**config.mk**
```make
export PLATFORM = sky130hd
export DESIGN_NAME = microop_unit
export DESIGN_NICKNAME = d
export VERILOG_FILES = /design/src/rtl/microop_pkg.sv /design/src/rtl/microop_ctrl.sv /design/src/rtl/microop_datapath.sv /design/src/rtl/microop_unit.sv
export SDC_FILE = /design/constraint.sdc
export NUM_CORES = 1
export LEC_CHECK = 0
export ABC_AREA = 1
export CELL_PAD_IN_SITES_DETAIL_PLACEMENT = 0
export CELL_PAD_IN_SITES_GLOBAL_PLACEMENT = 1
export CORE_MARGIN = 2
export CORE_UTILIZATION = 39
export CTS_BUF_LIST = sky130_fd_sc_hd__clkbuf_4 sky130_fd_sc_hd__clkbuf_8
export CTS_CLUSTER_SIZE = 12
export DETAILED_ROUTE_END_ITERATION = 16
export GPL_ROUTABILITY_DRIVEN = 1
export PLACE_DENSITY_LB_ADDON = 0.1
export SLEW_MARGIN = 10
export SYNTH_ARGS = -nofsm -noshare
export SYNTH_HDL_FRONTEND = slang
export SYNTH_SLANG_ARGS = --single-unit
export TNS_END_PERCENT = 50
```
**constraint.sdc**
```tcl
create_clock -name clk -period 4.9 [get_ports clk]
set_input_delay 0.735 -clock clk [delete_from_list [all_inputs] [get_ports clk]]
set_output_delay 0.735 -clock clk [all_outputs]
set_load 0.005 [all_outputs]
```
**src/rtl/microop_pkg.sv**
```systemverilog
package microop_pkg;
  localparam int NUM_OPS = 10;

  typedef struct packed {
    logic clr;
    logic com;
    logic xorB;
    logic andB;
    logic add;
    logic shl;
    logic shr;
    logic rol;
    logic ror;
    logic xfer;
  } opStrobes_t;
endpackage

```
**src/rtl/microop_ctrl.sv**
```systemverilog
module microop_ctrl
  import microop_pkg::*;
(
  input  logic       clk,
  input  logic       rst,
  input  opStrobes_t rawOps,
  output opStrobes_t execOps,
  output logic       strobeErr
);
  logic [NUM_OPS-1:0] opVec;
  logic               collide;
  logic               errQ;

  assign opVec   = rawOps;
  assign collide = ($countones(opVec) > 1);
  assign execOps = collide ? '0 : rawOps;

  always_ff @(posedge clk) begin
    if (rst) errQ <= 1'b0;
    else if (collide) errQ <= 1'b1;
  end

  assign strobeErr = errQ;

  assert_err_sticky_R9: assert property (@(posedge clk) disable iff (rst)
    errQ |=> errQ);
  assert_err_sets_R9: assert property (@(posedge clk) disable iff (rst)
    collide |=> errQ);
  assert_exec_onehot_R9: assert property (@(posedge clk) disable iff (rst)
    $onehot0(execOps));
endmodule

```
**src/rtl/microop_datapath.sv**
```systemverilog
module microop_datapath
  import microop_pkg::*;
#(
  parameter int WIDTH = 16
) (
  input  logic             clk,
  input  logic             rst,
  input  opStrobes_t       ops,
  input  logic             loadB,
  input  logic [WIDTH-1:0] dataIn,
  output logic [WIDTH-1:0] accA,
  output logic             carryE
);
  localparam int MSB = WIDTH - 1;

  logic [WIDTH-1:0] aQ, bQ, aNext;
  logic             eQ, eNext;
  logic [WIDTH:0]   sumExt;

  assign sumExt = {1'b0, aQ} + {1'b0, bQ};

  always_comb begin
    aNext = aQ;
    eNext = eQ;
    unique case (1'b1)
      ops.clr:  aNext = '0;
      ops.com:  aNext = ~aQ;
      ops.xorB: aNext = aQ ^ bQ;
      ops.andB: aNext = aQ & bQ;
      ops.add: begin
        aNext = sumExt[MSB:0];
        eNext = sumExt[WIDTH];
      end
      ops.shl:  aNext = {aQ[MSB-1:0], 1'b0};
      ops.shr:  aNext = {1'b0, aQ[MSB:1]};
      ops.rol:  aNext = {aQ[MSB-1:0], aQ[MSB]};
      ops.ror:  aNext = {aQ[0], aQ[MSB:1]};
      ops.xfer: aNext = bQ;
      default: ;
    endcase
  end

  always_ff @(posedge clk) begin
    if (rst) begin
      aQ <= '0;
      bQ <= '0;
      eQ <= 1'b0;
    end else begin
      aQ <= aNext;
      eQ <= eNext;
      if (loadB) bQ <= dataIn;
    end
  end

  assign accA   = aQ;
  assign carryE = eQ;

  assert_idle_hold_R2: assert property (@(posedge clk) disable iff (rst)
    (ops == '0) |=> $stable(aQ) && $stable(eQ));
  assert_carry_only_add_R3: assert property (@(posedge clk) disable iff (rst)
    !ops.add |=> $stable(eQ));
  assert_clear_zero_R4: assert property (@(posedge clk) disable iff (rst)
    ops.clr |=> (aQ == '0));
  assert_xfer_copy_R7: assert property (@(posedge clk) disable iff (rst)
    (ops.xfer && !loadB) |=> (aQ == bQ));
  assert_rotate_ones_R6: assert property (@(posedge clk) disable iff (rst)
    (ops.rol || ops.ror) |=> ($countones(aQ) == $countones($past(aQ))));
endmodule

```
**src/rtl/microop_unit.sv**
```systemverilog
module microop_unit
  import microop_pkg::*;
#(
  parameter int WIDTH = 16
) (
  input  logic             clk,
  input  logic             rst,
  input  logic             opClr,
  input  logic             opCom,
  input  logic             opXor,
  input  logic             opAnd,
  input  logic             opAdd,
  input  logic             opShl,
  input  logic             opShr,
  input  logic             opRol,
  input  logic             opRor,
  input  logic             opXfer,
  input  logic             loadB,
  input  logic [WIDTH-1:0] dataIn,
  output logic [WIDTH-1:0] accA,
  output logic             carryE,
  output logic             strobeErr
);
  opStrobes_t rawOps, execOps;

  assign rawOps = '{clr: opClr, com: opCom, xorB: opXor, andB: opAnd,
                    add: opAdd, shl: opShl, shr: opShr, rol: opRol,
                    ror: opRor, xfer: opXfer};

  microop_ctrl ctrl_i (
    .clk(clk), .rst(rst), .rawOps(rawOps), .execOps(execOps),
    .strobeErr(strobeErr)
  );

  microop_datapath #(.WIDTH(WIDTH)) dp_i (
    .clk(clk), .rst(rst), .ops(execOps), .loadB(loadB), .dataIn(dataIn),
    .accA(accA), .carryE(carryE)
  );
endmodule

```
==> impl_metrics.toml <==
[synth]
synth_common_cells = "nand2_1, nor2_1, inv_1"
syn_area_per_cell_sq_um = 5.85
synth_cell_types = 33
ys_warn_count = 0
netlist_area_sq_um = 3370
async_flop_share_pct = 0
seq_area_frac_synth_pct = 20.2
synth_largest_area_cell = "dfxtp_1"
synth_seq_cells = 34
yosysMostFrequentCell = "nand2_1"
netlist.area_leader.share_pct = 20.2
synth_area_leaders = "dfxtp_1, nand2_1, nor2_1"
synthesis.nets = 635
synth_edf_count = 0
ys.flop_type = "dfxtp_1"
netlist_instances = 576

[layout]
antennaDiodeCount = 0
num-nets-final = 688
fin_util_pct = 49.3
area_delta_synth_final_pct = 21.4
drive_gt1_share_pct = 6.03
nFillCells = 878
final_cells = 735

[sta]
period_needed_ns = 4.68
whs_ns = 0.526
fmax_ghz = 0.213
fin_crit_sh_pct = 95.6
rsz0062_at_grt = "no"
timing.slew.headroom_pct = 55.9
skew_ns = 0.00637
drv_slew = 0
setup_viol = 0
tightest_slew_ns = 0.660
finalHoldViolations = 0

[grt]
grtUsageTotal_pct = 25.8
grt_overflow_total = 0
antenna_found_initial = 0
grt_max_degree = 24
grt_pass1_wl_mm = 19.4
grt_pass1_vias = 3669

[die]
die_y_microns = 97.0
dieArea_sq_um = 9400
start_util_pct = 40.6
ios = 47
die_w_microns = 97.0
rows = 33
core_area_sq_um = 8300

[clock_network]
clk_latency_ns = 0.28
clk_path_buf_depth = 2
cts_tree = "done"
htree_num_levels = 2
postCtsResizedCells = 0
clock-root-buffer = "clkbuf_8"
cts_sinks = 34
cts_hold_buf = 0
cts_buffers = 5
clk_pin_slew_ns = 0.08
cts_setup_buffers = 0

[place]
gp_congestion = 0.942
dp_hpwl_mm = 9.49
numPlacedInstances = 727
place.port_buffers = 46

[power]
seq_power_share_pct = 22.0
irDropWorstVdd_uv = 200
pwr-share-comb_pct = 66.3
powerDensity_nw_per_um2 = 489
p_clk_share_pct = 11.7
intPower_uw = 951
p_sw_share_pct = 52.5
power.leakage_uw = 0.00204
p_sw_uw = 1050

[drt]
detail_route.wl_per_cell_microns = 16.4
wl_mm = 12.0
drc_errors = 0
first_pass_iters = 5
num_vias = 3875
viasPerCell = 5.27
drtIter0Drc = 296
ant_nets = 0

[status]
outcome = "finished, final reports clean"

[hold_path]
worstHoldPathType = "register to register"
whs_path_depth = 2
hp-start = "ctrl_i.strobeErr"

[critical_path]
required_ns = 5.11
crit_arrival_ns = 4.90
reg2regPathDepth = 13
crit_path_end_kind = "register"
r2r_start = "dp_i.accA[0]"
startpoint = "opClr"
cp-start-kind = "input port"
crit_fanout = 17
critical_path_class = "input port to register"

[flow_run]
max_cap_viol_count = 0
## area by class of cell
| class | instances | area (sq um) | share of cell area, % |
|---|---|---|---|
| Clock inverter | 2 | 16.3 | 0.398 |
| Inverter | 79 | 299 | 7.31 |
| Timing Repair Buffer | 61 | 573 | 14.0 |
| Tap cell | 105 | 131 | 3.21 |
| Sequential cell | 34 | 681 | 16.6 |
| Multi-Input combinational cell | 448 | 2310 | 56.4 |
| Clock buffer | 6 | 82.6 | 2.02 |
## kinds of logic after synthesis
logic type	after synthesis	share of synthesized area [%]
adder cells (fa/ha/maj)	30	12.7
XOR/XNOR	2	0.520
flip-flops	34	20.2
buffers and inverters	94	11.3
AND/OR/NAND/NOR	360	45.8
AO/OA/AOI/OAI	56	9.51
## flip-flops by register name, summed over array words and instances, names as in the netlist
register,flops
ctrl_i.strobeErr,1
dp_i.carryE,1
dp_i.bQ,16
dp_i.accA,16
## layout by cell type, fill, tap and decap left out, types with 3 or more instances in the layout
cell / instances
a21oi_1: 21
nand2_1: 180
nor2_1: 88
nand3_1: 55
nand4_1: 17
nor3_1: 3
fa_1: 7
nor2_4: 4
o21ai_0: 20
clkbuf_8: 6
buf_4: 15
inv_1: 77
dfxtp_1: 34
clkdlybuf4s50_1: 46
o211ai_1: 10
ha_1: 23
nand3b_1: 3
## routing by layer
metal / vias up / GRT usage, % / share of wire [%]
met5: - / 0 / 0
met2: 141 / 38.7 / 43
met4: 0 / 5.31 / 0.89
li1: 1946 / - / -
met3: 8 / 6.00 / 7.4
met1: 1780 / 37.8 / 49
## critical path, stage by stage
cell and delay [ns]:
clkdlybuf4s50_1 0.43, ha_1 0.29, inv_1 0.05, fa_1 0.51, fa_1 0.55, inv_1 0.05, fa_1 0.42, inv_1 0.09
fa_1 0.41, nand2_1 0.13, nor2_4 0.09, nand2_4 0.19, inv_4 0.13, o21ai_2 0.18, nand2_1 0.18, inv_2 0.21
nand2_1 0.08, a21oi_1 0.14
## power groups by stage
stage / Clock (uW) / Sequential, uW / Combinational [uW]
final: 234 / 439 / 1330
after global routing: 252 / 450 / 1470
after detailed placement: 0 / 443 / 1300
after floorplan: 0 / 416 / 843
after CTS: 239 / 436 / 1310
after global placement: 0 / 444 / 1300
## stage by stage
stage                     area [sq um]  power, uW  setup slack [ns]  setup TNS [ns]
after floorplan                   3370       1260             0.881               0
after global placement            3990       1740            0.0162               0
after detailed placement          3990       1740           -0.0612          -0.464
after CTS                         4090       1980             0.220               0
after global routing              4090       2180           0.00495               0
final                             4090       2000             0.216               0
## path summary, 6_finish.rpt
| check | end | slack, ns |
|---|---|---|
| min reg2reg | ctrl_i.strobeErr | 0.53 |
| min | ctrl_i.strobeErr | 0.53 |
| max | dp_i.accA[4] | 0.22 |
| max reg2reg | dp_i.accA[14] | 2.41 |
(Power assumes the default switching activity.)
